==> config.mk <==
export PLATFORM = sky130hd
export DESIGN_NAME = spk_port
export DESIGN_NICKNAME = d
export VERILOG_FILES = /design/src/rtl/spk_pkg.sv /design/src/rtl/spk_ctl_reg.sv /design/src/rtl/spk_refresh_gen.sv /design/src/rtl/spk_readback.sv /design/src/rtl/spk_port.sv
export SDC_FILE = /design/constraint.sdc
export NUM_CORES = 1
export LEC_CHECK = 0
export BUFFER_PORTS_ARGS = -buffer_cell sky130_fd_sc_hd__buf_4
export CAP_MARGIN = 20
export CORE_UTILIZATION = 51
export DETAILED_ROUTE_END_ITERATION = 16
export GPL_TIMING_DRIVEN = 0
export PLACE_DENSITY = 0.81
export SLEW_MARGIN = 10
export SYNTH_ARGS = -nofsm -noshare
export SYNTH_HDL_FRONTEND = slang
export SYNTH_SLANG_ARGS = --single-unit
==> constraint.sdc <==
create_clock -name clk -period 4.5 [get_ports clk]
set_clock_uncertainty 0.15 [all_clocks]
set_input_delay 0.9 -clock clk [delete_from_list [all_inputs] [get_ports clk]]
set_output_delay 0.9 -clock clk [all_outputs]
set_load 0.01 [all_outputs]
==> src/rtl/spk_pkg.sv <==
// Package: shared field positions and types for the speaker control port.
// Assumes a byte-wide port; positions are fixed by software convention.
package spk_pkg;
    localparam int RD_GATE_BIT = 0;
    localparam int RD_EN_BIT   = 1;
    localparam int RD_REF_BIT  = 4;
    localparam int RD_OUT_BIT  = 5;
    localparam int WR_GATE_BIT = 0;
    localparam int WR_EN_BIT   = 1;

    typedef struct packed {
        logic data_en;
        logic gate;
    } spk_ctl_t;
endpackage

==> src/rtl/spk_ctl_reg.sv <==
// Control register: holds the speaker gate and data-enable flag and
// produces a one-cycle pulse when a write raises the gate.
// Assumes the write strobe is synchronous to clk.
module spk_ctl_reg
    import spk_pkg::*;
(
    input  logic     clk,
    input  logic     rst_n,
    input  logic     wr,
    input  logic     wr_gate,
    input  logic     wr_en,
    output spk_ctl_t ctl,
    output logic     rise
);
    // Register update and edge detection on the written gate value.
    always_ff @(posedge clk) begin
        if (!rst_n) begin
            ctl  <= '0;
            rise <= 1'b0;
        end else begin
            rise <= wr && wr_gate && !ctl.gate;
            if (wr) begin
                ctl.gate    <= wr_gate;
                ctl.data_en <= wr_en;
            end
        end
    end
endmodule

==> src/rtl/spk_refresh_gen.sv <==
// Refresh toggle generator: a nanosecond accumulator advanced by the
// clock period each cycle; the toggle is one selected bit of it.
// Assumes CLK_PERIOD_NS is smaller than 2**REFRESH_BIT.
module spk_refresh_gen #(
    parameter int CLK_PERIOD_NS = 20,
    parameter int REFRESH_BIT   = 14
) (
    input  logic clk,
    input  logic rst_n,
    output logic refresh
);
    localparam int NS_W = REFRESH_BIT + 1;
    localparam logic [NS_W-1:0] STEP = NS_W'(CLK_PERIOD_NS);

    logic [NS_W-1:0] ns_cnt;

    // Accumulate elapsed nanoseconds, wrapping above the toggle bit.
    always_ff @(posedge clk) begin
        if (!rst_n) ns_cnt <= '0;
        else        ns_cnt <= ns_cnt + STEP;
    end

    assign refresh = ns_cnt[REFRESH_BIT];
endmodule

==> src/rtl/spk_readback.sv <==
// Read mux: merges control bits, channel output and refresh toggle into
// the status byte; unused positions read zero.
module spk_readback
    import spk_pkg::*;
#(
    parameter int DW = 8
) (
    input  spk_ctl_t      ctl,
    input  logic          chan_out,
    input  logic          refresh,
    output logic [DW-1:0] rdata
);
    // Build the status byte from its live sources.
    always_comb begin
        rdata              = '0;
        rdata[RD_GATE_BIT] = ctl.gate;
        rdata[RD_EN_BIT]   = ctl.data_en;
        rdata[RD_REF_BIT]  = refresh;
        rdata[RD_OUT_BIT]  = chan_out;
    end
endmodule

==> src/rtl/spk_port.sv <==
// Top: speaker and refresh control port next to a multi-channel timer.
// Drives the gates of all channels (non-speaker ones held high), the
// speaker signal, and a retrigger pulse for the speaker channel.
// Assumes a single clock domain and synchronous active-low reset.
module spk_port
    import spk_pkg::*;
#(
    parameter int DW            = 8,
    parameter int NUM_CH        = 3,
    parameter int SPK_CH        = 2,
    parameter int CLK_PERIOD_NS = 20,
    parameter int REFRESH_BIT   = 14
) (
    input  logic              clk,
    input  logic              rst_n,
    input  logic              port_wr,
    input  logic [DW-1:0]     port_wdata,
    input  logic              ch2_out,
    output logic [DW-1:0]     port_rdata,
    output logic [NUM_CH-1:0] ch_gate,
    output logic              gate_rise,
    output logic              spkr_out
);
    spk_ctl_t ctl;
    logic     refresh;
    logic     wdata_unused;

    assign wdata_unused = ^port_wdata;

    spk_ctl_reg u_reg (
        .clk     (clk),
        .rst_n   (rst_n),
        .wr      (port_wr),
        .wr_gate (port_wdata[WR_GATE_BIT]),
        .wr_en   (port_wdata[WR_EN_BIT]),
        .ctl     (ctl),
        .rise    (gate_rise)
    );

    spk_refresh_gen #(
        .CLK_PERIOD_NS (CLK_PERIOD_NS),
        .REFRESH_BIT   (REFRESH_BIT)
    ) u_ref (
        .clk     (clk),
        .rst_n   (rst_n),
        .refresh (refresh)
    );

    spk_readback #(.DW(DW)) u_rb (
        .ctl      (ctl),
        .chan_out (ch2_out),
        .refresh  (refresh),
        .rdata    (port_rdata)
    );

    // Gate fan-out: speaker channel from the register, others held high.
    for (genvar g = 0; g < NUM_CH; g++) begin : g_gate
        if (g == SPK_CH) begin : g_spk
            assign ch_gate[g] = ctl.gate;
        end else begin : g_fixed
            assign ch_gate[g] = 1'b1;
        end
    end

    // Speaker signal qualified by the data-enable flag.
    assign spkr_out = ch2_out & ctl.data_en;
endmodule

# Yosys cells after proc, flatten, opt, wreduce, memory -nomap -nowiden
# Index checks and enable logic that the tools add are counted.
# classes
div_mod_pow,0
shift,0
mux,0
bitwise,1
n_eq_ne,0
reduce_logical,3
order_cmp,0
add_sub_neg,1
n_mul,0
# ops
op,n
15-bit by 5-bit adder with 15-bit output (second input constant),1
1-bit logical AND,2
1-bit bitwise AND,1
1-bit logical NOT,1
# totals
wordCells,9
mem_bits_rw,0
mem_count,0
latch_bits,0
ff_bits,18
romBits,0
output_inout_bits,13

# Depth between registers and ports, before layout
# Gate-level depths: netlist of the first run.
# depth
depth_word,2
ltp_mapped,4
ltp_nobuf,4

# Hierarchy
# Synthesis of the first run repeated with hierarchy kept, for this count alone.
# hier_totals
cells_unflattened,82
hier_area_um2,749.5
# by_module_without_submodules
mod,cells_each,area_per_inst_um2,seq_area_each_um2,n_inst
spk_refresh_gen,61,558.0,260.2,1
spk_ctl_reg,8,102.6,60.1,1
spk_readback,9,63.8,0.0,1
spk_port,4,25.0,0.0,1

# Least setup slack after synthesis of the first run
# OpenSTA, ideal clock, no wires.
# synth_path
path_kind,input -> output
startpoint,in ch2_out
endpoint,out spkr_out
slack_ns,2.385
path_buffers,0
stages,1
arrival_ns,1.065
path_cell_list,and2_1
# synth_between
elab_chain_len,1
# synth_rtl
element,line_no,text
from (decl),spk_port.sv:18,"input logic ch2_out,"
1-bit bitwise AND,spk_port.sv:66,assign spkr_out = ch2_out & ctl.data_en;
to (decl),spk_port.sv:22,output logic spkr_out
# Every way passes these cells.

# Worst setup path after layout of the first run
# Ends and elaborated chain as after synthesis.

==> impl_metrics.ini, run 1 <==
[sta]
rsz0062_at_grt = false
fmax_ghz = 0.4277
fin_crit_sh_pct = 51.96
tightest_slew_ns = 0.5313
maxSlewViolCount = 0
max-slew-margin-rel_pct = 64.58
finalHoldViolCount = 0
setup-tns-final_ns = 0
setup_viol = 0
period_needed_ns = 2.338

[clock_network]
cts_hold_buf = 0
h-tree-depth = 1
clkLatencyLatePin_ns = 0.28
numCtsBuffers = 3
clkTransAtPathRegs_ns = 0.09
cts_resized = 0
cts_root_buf = clkbuf_4
post_cts_buffers = 0
clock-sinks = 16
cts_max_path_buffers = 2
cts_tree = built

[detailed_routing]
ant_nets = 0
routed_via_density = 5.018
firstDrtPassIters = 2
drt-wirelength-per-cell_um = 11.23
totalWireLength_um = 1280
vias = 572
drt-initial-drc-count = 14
drc = 0

[floorplanning]
chipWidth_um = 39.85
dieArea_um2 = 1588
row_count = 13
io_pins = 25
fp.dieH_um = 39.85
start_util_pct = 55.46
core-area_um2 = 1318

[finish]
design_area_um2 = 890.9
nets = 113
regArea_um2 = 320.3
antenna_cells = 0
area_growth_pct = 21.92
drive_gt1_share_pct = 27.27
multiInputGateArea_um2 = 346.6
nFillCells = 113

[global_route]
grt_pass1_vias = 477
antenna_found_initial = 0
track_usage_pct = 18.93
grt_util_met1_pct = 22.15
grt_max_degree = 11
grt_use_met2_pct = 31.97
gr-usage-met3_pct = 3.409
grt-busiest-layer = met2
grt_pass1_wl_um = 1945
grt-ovfl-total = 0

[yosys]
synth_area_um2 = 730.7
post-synth-top-count-cell = dfxtp_1
netlist_instances = 79
synth_seq_cells = 16
ys_top_cells_by_area = dfxtp_1, buf_4, a21oi_1, mux2i_1, o31ai_1
seq_area_frac_synth_pct = 43.84
async_reset_ff_share_pct = 0
yosysWarningCount = 0
synth.top_cells.by_count = dfxtp_1, buf_4, a21oi_1, nor2_1, nand2_1
ys.flop_type = dfxtp_1
synth_edf_count = 0
synth_top_area_share_pct = 43.84
yosysTopAreaCell = dfxtp_1
ys_types = 24
syn_area_per_cell_um2 = 9.249

[placed_design]
numPortBuffers = 12
dp_hpwl_um = 975.8
place_area_um2 = 854.6
gp_congestion = 0.6613

[worst_setup_path]
r2r_cells = 4
crit_path_end = spkr_out
reg2reg_to = u_ref.ns_cnt[12]
crit_start = ch2_out
reg2reg_slack_ns = 2.77
cp-end-kind = output pin
cp_data_required_time_ns = 3.45
reg2reg_from = u_ref.ns_cnt[2]
cp-start-kind = input pin
worstPathMaxFanout = 2
crit_arrival_ns = 1.29
path_class = input pin to output pin

[run]
cap_violations = 0

[power_and_ir_drop]
p_leak_nw = 0.3712
power_density_nw_per_um2 = 320.0
ir_worst_vdd_uv = 271.8

[min_path]
min_path_type = flop to flop

[status]
outcome = completed
where the power goes:
group	internal, W	switching, W	total, W	leakage [nW]
Sequential	0.000149	0.00000817	0.000157	0.131
Combinational	0.0000177	0.0000170	0.0000348	0.220
Clock	0.0000492	0.0000444	0.0000935	0.0210
worst max-delay path, cell delays in order:
cell    delay (ns)
buf_4         0.11
and2_1        0.14
buf_4         0.13
cells by family after synthesis:
group	Yosys count	share of synthesized area (%)
AOI/OAI and AO/OA	15	14.55
buffers and inverters	12	10.79
xor gates and xnor gates	4	4.795
other	2	1.028
muxes	3	4.110
and+or+nand+nor	26	19.18
adders and majority gates	1	1.712
DFF	16	43.84
per-layer routing:
layer  share of wire [%]  up-vias
met5                   0        -
met4                 1.3        0
met3                 2.3        2
met2                  53        5
met1                  44      263
li1                    -      302
registers in the layout, indices dropped and copies added (netlist names):
signal / flops
u_ref.ns_cnt: 13
u_reg.ctl: 2
u_reg.rise: 1
cell type report:
type | count | area share, %
Sequential cell | 16 | 35.96
Timing Repair Buffer | 12 | 10.11
Multi-Input combinational cell | 55 | 38.90
Buffer | 10 | 8.006
Inverter | 2 | 0.8427
Tap cell | 15 | 2.107
Clock buffer | 4 | 4.073
layout by cell type (no fill, tap or decap), types with 2 or more instances in the layout:
master	n
nor2_1	7
and2_1	2
nand2_1	5
xor2_1	3
o21ai_0	3
or4_1	4
dfxtp_1	16
a21oi_1	7
inv_1	2
mux2i_1	3
clkbuf_4	3
buf_4	21
o31ai_1	4
conb_1	6
nand3_1	2
stage by stage:
stage	hold slack (ns)	setup WS [ns]	cells	power, W	utilization (%)
2_1_floorplan	0.2674	2.385	83	0.0001816	-
3_3_place_gp	0.2830	2.165	110	0.0001930	64.86
3_5_place_dp	0.2924	2.162	110	0.0001940	64.86
4_1_cts	0.3076	2.162	114	0.0002887	67.62
5_1_grt	0.3410	2.132	114	0.0002965	67.62
6_report	0.3081	2.162	114	0.0002851	67.62
worst min path at each step:
stage / startpoint / end / cells past startpoint
after detailed placement: u_ref.ns_cnt[2] / u_ref.ns_cnt[2] / 1
after CTS: u_ref.ns_cnt[2] / u_ref.ns_cnt[2] / 1
after global routing: u_ref.ns_cnt[2] / u_ref.ns_cnt[2] / 1
after global placement: u_ref.ns_cnt[2] / u_ref.ns_cnt[2] / 1
final: u_ref.ns_cnt[2] / u_ref.ns_cnt[2] / 1
after floorplan: u_ref.ns_cnt[2] / u_ref.ns_cnt[2] / 1
Power figures use the tool's default switching activity.
==> run 2, diff against run 1 <==
- CORE_UTILIZATION: 51 -> 47
- PLACE_DENSITY: 0.81 -> 0.76
- clock period: 4.5 -> 2.2 ns (I/O delays scaled with it)
==> run 2 against run 1 <==
Against the previous run: worst setup slack lost 1.7 ns; register-to-register slack lost 2.3 ns; utilization shrank 2.4 points; sequential share of layout area is the same; final area is the same; clock-buffer cell count is the same; largest cell class unchanged.
==> impl_metrics.ini, run 2 (synthesis results as in run 1) <==
[power_and_ir_drop]
ir_worst_vdd_uv = 456.3
internal_power_w = 0.0004403
comb_power_share_pct = 12.0
power_density_nw_per_um2 = 652.0
p_switching_w = 0.0001405
p_leak_nw = 0.3712
p_clk_share_pct = 32.7
sw_frac_of_total_pct = 24.19
pwr-share-seq_pct = 55.4

[detailed_routing]
drt-initial-drc-count = 13
firstDrtPassIters = 4
totalWireLength_um = 1242
drt-wirelength-per-cell_um = 10.89
vias = 599
ant_nets = 0
drc = 0
routed_via_density = 5.254

[clock_network]
cts_hold_buf = 0
clkLatencyLatePin_ns = 0.28
cts_tree = built
cts_root_buf = clkbuf_4
clkTransAtPathRegs_ns = 0.09
cts_max_path_buffers = 2
numCtsBuffers = 3
h-tree-depth = 1
clock-sinks = 16
post_cts_buffers = 0
cts_resized = 0

[finish]
fin_util_pct = 65.20
drive_gt1_share_pct = 27.27
largest_reg_flops = 13
layout_common_cells = buf_4, dfxtp_1, nor2_1, a21oi_1, conb_1
nets = 113
layout.cells.non_filler = 114
final_common_cell = buf_4
area_growth_pct = 21.92
antenna_cells = 0
top_regs = u_ref.ns_cnt x13, u_reg.ctl x2, u_reg.rise x1
regMostFlops = u_ref.ns_cnt

[floorplanning]
io_pins = 25
row_count = 13
chipWidth_um = 41.43
fp.dieH_um = 41.43
start_util_pct = 53.48
dieArea_um2 = 1716
core-area_um2 = 1366

[worst_setup_path]
cp-start-kind = flop
cp_data_required_time_ns = 2.27
cp-end-kind = flop
crit_arrival_ns = 1.77
worstPathMaxFanout = 7
path_class = flop to flop

[global_route]
track_usage_pct = 16.18
antenna_found_initial = 0
grt_pass1_vias = 527
grt_max_degree = 11
grt_pass1_wl_um = 2132
grt-ovfl-total = 0

[sta]
finalHoldViolCount = 0
setup_viol = 0
tightest_slew_ns = 0.5809
max-slew-margin-rel_pct = 61.27
maxSlewViolCount = 0
fmax_ghz = 0.5866
period_needed_ns = 1.705
setup-tns-final_ns = 0
fin_crit_sh_pct = 77.49
rsz0062_at_grt = false
setup_ws_ns = 0.4953
hold_ws_ns = 0.2392

[placed_design]
place_ws_ns = 0.5177
numPortBuffers = 12
dp_hpwl_um = 926.4
dp_cells = 110
gp_congestion = 0.7630

[run]
cap_violations = 0

[min_path]
min_path_type = input pin to flop

[status]
outcome = completed
==> run 2: cell counts in the layout (fill, tap and decap cells not counted) <==
Identical to the previous run, type by type.
==> run 2: cell type report <==
cell class | instances | area (um2)
fillers | 125 | 475.5
multi-input cells | 55 | 346.6
flip-flops and latches | 16 | 320.3
repair buffers | 12 | 90.09
plain buffers | 10 | 71.32
clock buffers | 4 | 36.28
well taps | 15 | 18.77
inverters | 2 | 7.507
==> run 2: worst max-delay path, stage by stage, from the launching register on <==
cell	delay (ns)
dfxtp_1	0.36
ha_1	0.27
o2111ai_4	0.17
or4_1	0.53
a21oi_1	0.15
==> run 2: final timing paths <==
kind,cells after the start,slack (ns),endpoint,from
max reg2reg,4,0.50,u_ref.ns_cnt[12],u_ref.ns_cnt[2]
min,3,0.24,u_reg.ctl[1],port_wdata[1]
max,4,0.50,u_ref.ns_cnt[12],u_ref.ns_cnt[2]
min reg2reg,1,0.31,u_ref.ns_cnt[2],u_ref.ns_cnt[2]
==> run 2: power groups by stage <==
stage                      logic, W  registers [W]  clock network [W]
final                     0.0000694       0.000322           0.000190
after global routing      0.0000776       0.000323           0.000209
after CTS                 0.0000692       0.000322           0.000195
after detailed placement  0.0000687       0.000328                  0
after global placement    0.0000676       0.000327                  0
after floorplan           0.0000450       0.000327                  0
==> run 2: metrics by stage <==
step / total power (W) / area [um2]
CTS: 0.0005860 / 890.9
floorplan: 0.0003715 / 745.7
finish: 0.0005808 / 890.9
detailed placement: 0.0003970 / 854.6
global route: 0.0006098 / 890.9
global placement: 0.0003949 / 854.6
==> run 2: metal layers <==
| layer | track usage, % | vias to the layer above | routed length (um) |
|---|---|---|---|
| li1 | - | 303 | - |
| met1 | 19.18 | 275 | 577 |
| met4 | 9.677 | 0 | 25 |
| met5 | 0 | - | 0 |
| met2 | 25.31 | 17 | 567 |
| met3 | 5.217 | 4 | 72 |
==> run 3, diff against run 2 <==
- ABC_AREA: unset -> 1
- CORE_UTILIZATION: 47 -> 48
- PLACE_DENSITY: 0.76 -> 0.75
- clock period: 2.2 -> 1.6 ns (I/O delays scaled with it)
==> run 3 against run 2 <==
Against the previous run: die area up 8.5%; sequential share of layout area down 2.8 points; final cell count up 31%; synthesized cell count up 44%; wire length up 9.5%; clock power up 42%; first-iteration DRC count down 15%; area after synthesis up 11%; worst setup slack worse by 0.26 ns; flip-flop and latch count unchanged; global-route usage up 0.28 points; clock-buffer cell count unchanged; critical path type is now flop to output pin; largest cell class unchanged.
==> impl_metrics.ini, run 3 <==
[status]
outcome = completed

[worst_setup_path]
crit_path_max_incr_delay_ns = 0.34
worstPathMaxFanout = 4
cp-end-kind = output pin
cpMostUsedCell = buf_4
crit_slowest_cell = dfxtp_1
crit_start = u_reg.ctl[0]
path_cells = buf_4 -> buf_4
crit_arrival_ns = 0.90
reg2reg_from = u_ref.ns_cnt[2]
cp_data_required_time_ns = 1.13
cp-start-kind = flop
path_class = flop to output pin

[clock_network]
clkTransAtPathRegs_ns = 0.09
clkLatencyLatePin_ns = 0.29
numCtsBuffers = 3
cts_resized = 0
cts_tree = built
cts_root_buf = clkbuf_4
post_cts_buffers = 0
cts_max_path_buffers = 2
h-tree-depth = 1
cts_hold_buf = 0
clock-sinks = 16

[finish]
drive_gt1_share_pct = 24.81
design_area_um2 = 967.2
layout_common_cells = nand2_1, buf_4, nor2_1, dfxtp_1, inv_1
area_growth_pct = 18.92
antenna_cells = 0
largest_reg_flops = 13
regMostFlops = u_ref.ns_cnt
final_common_cell = nand2_1
nets = 147
regArea_um2 = 320.3
top_regs = u_ref.ns_cnt x13, u_reg.ctl x2, u_reg.rise x1
nFillCells = 141
multiInputGateArea_um2 = 370.4

[global_route]
grt_pass1_vias = 558
antenna_found_initial = 0
grt_max_degree = 11
grt-ovfl-total = 0
track_usage_pct = 16.46
grt_pass1_wl_um = 2318

[min_path]
hp-start = rst_n
min_path_type = input pin to flop

[sta]
setup-tns-final_ns = 0
finalHoldViolCount = 0
hold_ws_ns = 0.1283
setup_viol = 0
rsz0062_at_grt = false
fmax_ghz = 0.7306
period_needed_ns = 1.369
fin_crit_sh_pct = 85.55
maxSlewViolCount = 0

[floorplanning]
start_util_pct = 52.76
dieArea_um2 = 1863
fp.dieH_um = 43.16
io_pins = 25
core-area_um2 = 1541
row_count = 14
chipWidth_um = 43.16

[yosys]
ys_types = 19
muxShareOfSynthArea_pct = 0
netlist_instances = 114
syn_area_per_cell_um2 = 7.134
synth_top_area_share_pct = 39.38
synthAdderAreaFrac_pct = 1.538
synth-xor-area-share_pct = 0
synth.top_cells.by_count = nand2_1, dfxtp_1, nor2_1, inv_1
seq_area_frac_synth_pct = 39.38
post-synth-top-count-cell = nand2_1
synth-simple-area-share_pct = 33.23
synth_edf_count = 0
yosysTopAreaCell = dfxtp_1
synth_top_family_by_area = simple AND/OR/NAND/NOR gates
yosysWarningCount = 0
synth_compound_area_share_pct = 8.000
synth_area_um2 = 813.3
async_reset_ff_share_pct = 0
synth_seq_cells = 16
ys_top_cells_by_area = dfxtp_1, nand2_1, buf_4, nor2_1, inv_1
ys.flop_type = dfxtp_1

[detailed_routing]
totalWireLength_um = 1360
drc = 0
drt-wirelength-per-cell_um = 9.128
routed_via_density = 4.711
vias = 702
drt-initial-drc-count = 11
ant_nets = 0
firstDrtPassIters = 4

[power_and_ir_drop]
comb_power_share_pct = 12.9
power_density_nw_per_um2 = 828.0
pwr-share-seq_pct = 53.5
sw_frac_of_total_pct = 24.88
p_leak_nw = 0.4553
ir_worst_vdd_uv = 661.1
p_clk_share_pct = 33.5
p_switching_w = 0.0001992
internal_power_w = 0.0006016

[placed_design]
place_area_um2 = 930.9
dp_hpwl_um = 1065
gp_congestion = 0.7661
numPortBuffers = 11

[run]
cap_violations = 0
-- run 3: path summary, 6_finish.rpt --
path / endpoint / slack, ns / depth (start not counted)
worst min-delay path: u_ref.ns_cnt[3] / 0.13 / 3
worst max register to register: u_ref.ns_cnt[14] / 0.35 / 6
worst max-delay path: port_rdata[0] / 0.23 / 2
worst min register to register: u_ref.ns_cnt[2] / 0.30 / 1
-- run 3: area by class of cell --
class	count	share of cell area, %
multi-input combinational	77	38.29
sequential	16	33.12
timing repair buffer	11	8.538
buffer	10	8.409
inverter	15	5.821
tap	16	2.070
clock buffer	4	3.752
-- run 3: worst max-delay path: cells and delay by family, from the launching register on --
family / cells / cell delay (ns)
DFF: 1 / 0.34
buffers and inverters: 2 / 0.26
-- run 3: power by group through the flow --
stage               logic (W)  registers (W)  clock network (W)
global route         0.000116       0.000432           0.000294
CTS                  0.000105       0.000429           0.000279
floorplan           0.0000730       0.000438                  0
finish               0.000104       0.000429           0.000269
global placement     0.000101       0.000437                  0
detailed placement   0.000105       0.000438                  0
-- run 3: metal layers --
layer | wire length, um | global-route usage (%) | up-vias
met5 | 0 | 0 | -
met4 | 14 | 3.636 | 0
met3 | 65 | 6.383 | 2
met2 | 673 | 28.06 | 12
met1 | 607 | 19.32 | 313
li1 | - | - | 375
-- run 3: metrics by stage --
stage          setup WS [ns]  power (W)  std cells  util (%)
2_1_floorplan         0.4298  0.0005107        118         -
3_3_place_gp          0.3707  0.0005385        145     60.39
3_5_place_dp          0.3570  0.0005428        145     60.39
4_1_cts               0.2171  0.0008131        149     62.74
5_1_grt               0.1882  0.0008425        149     62.74
6_report              0.2312  0.0008008        149     62.74
-- run 3: kinds of logic after synthesis --
| kind of cell | count (synthesis) |
|---|---|
| AOI/OAI and AO/OA | 13 |
| other | 2 |
| and+or+nand+nor | 57 |
| adders and majority gates | 1 |
| DFF | 16 |
| buffers and inverters | 25 |
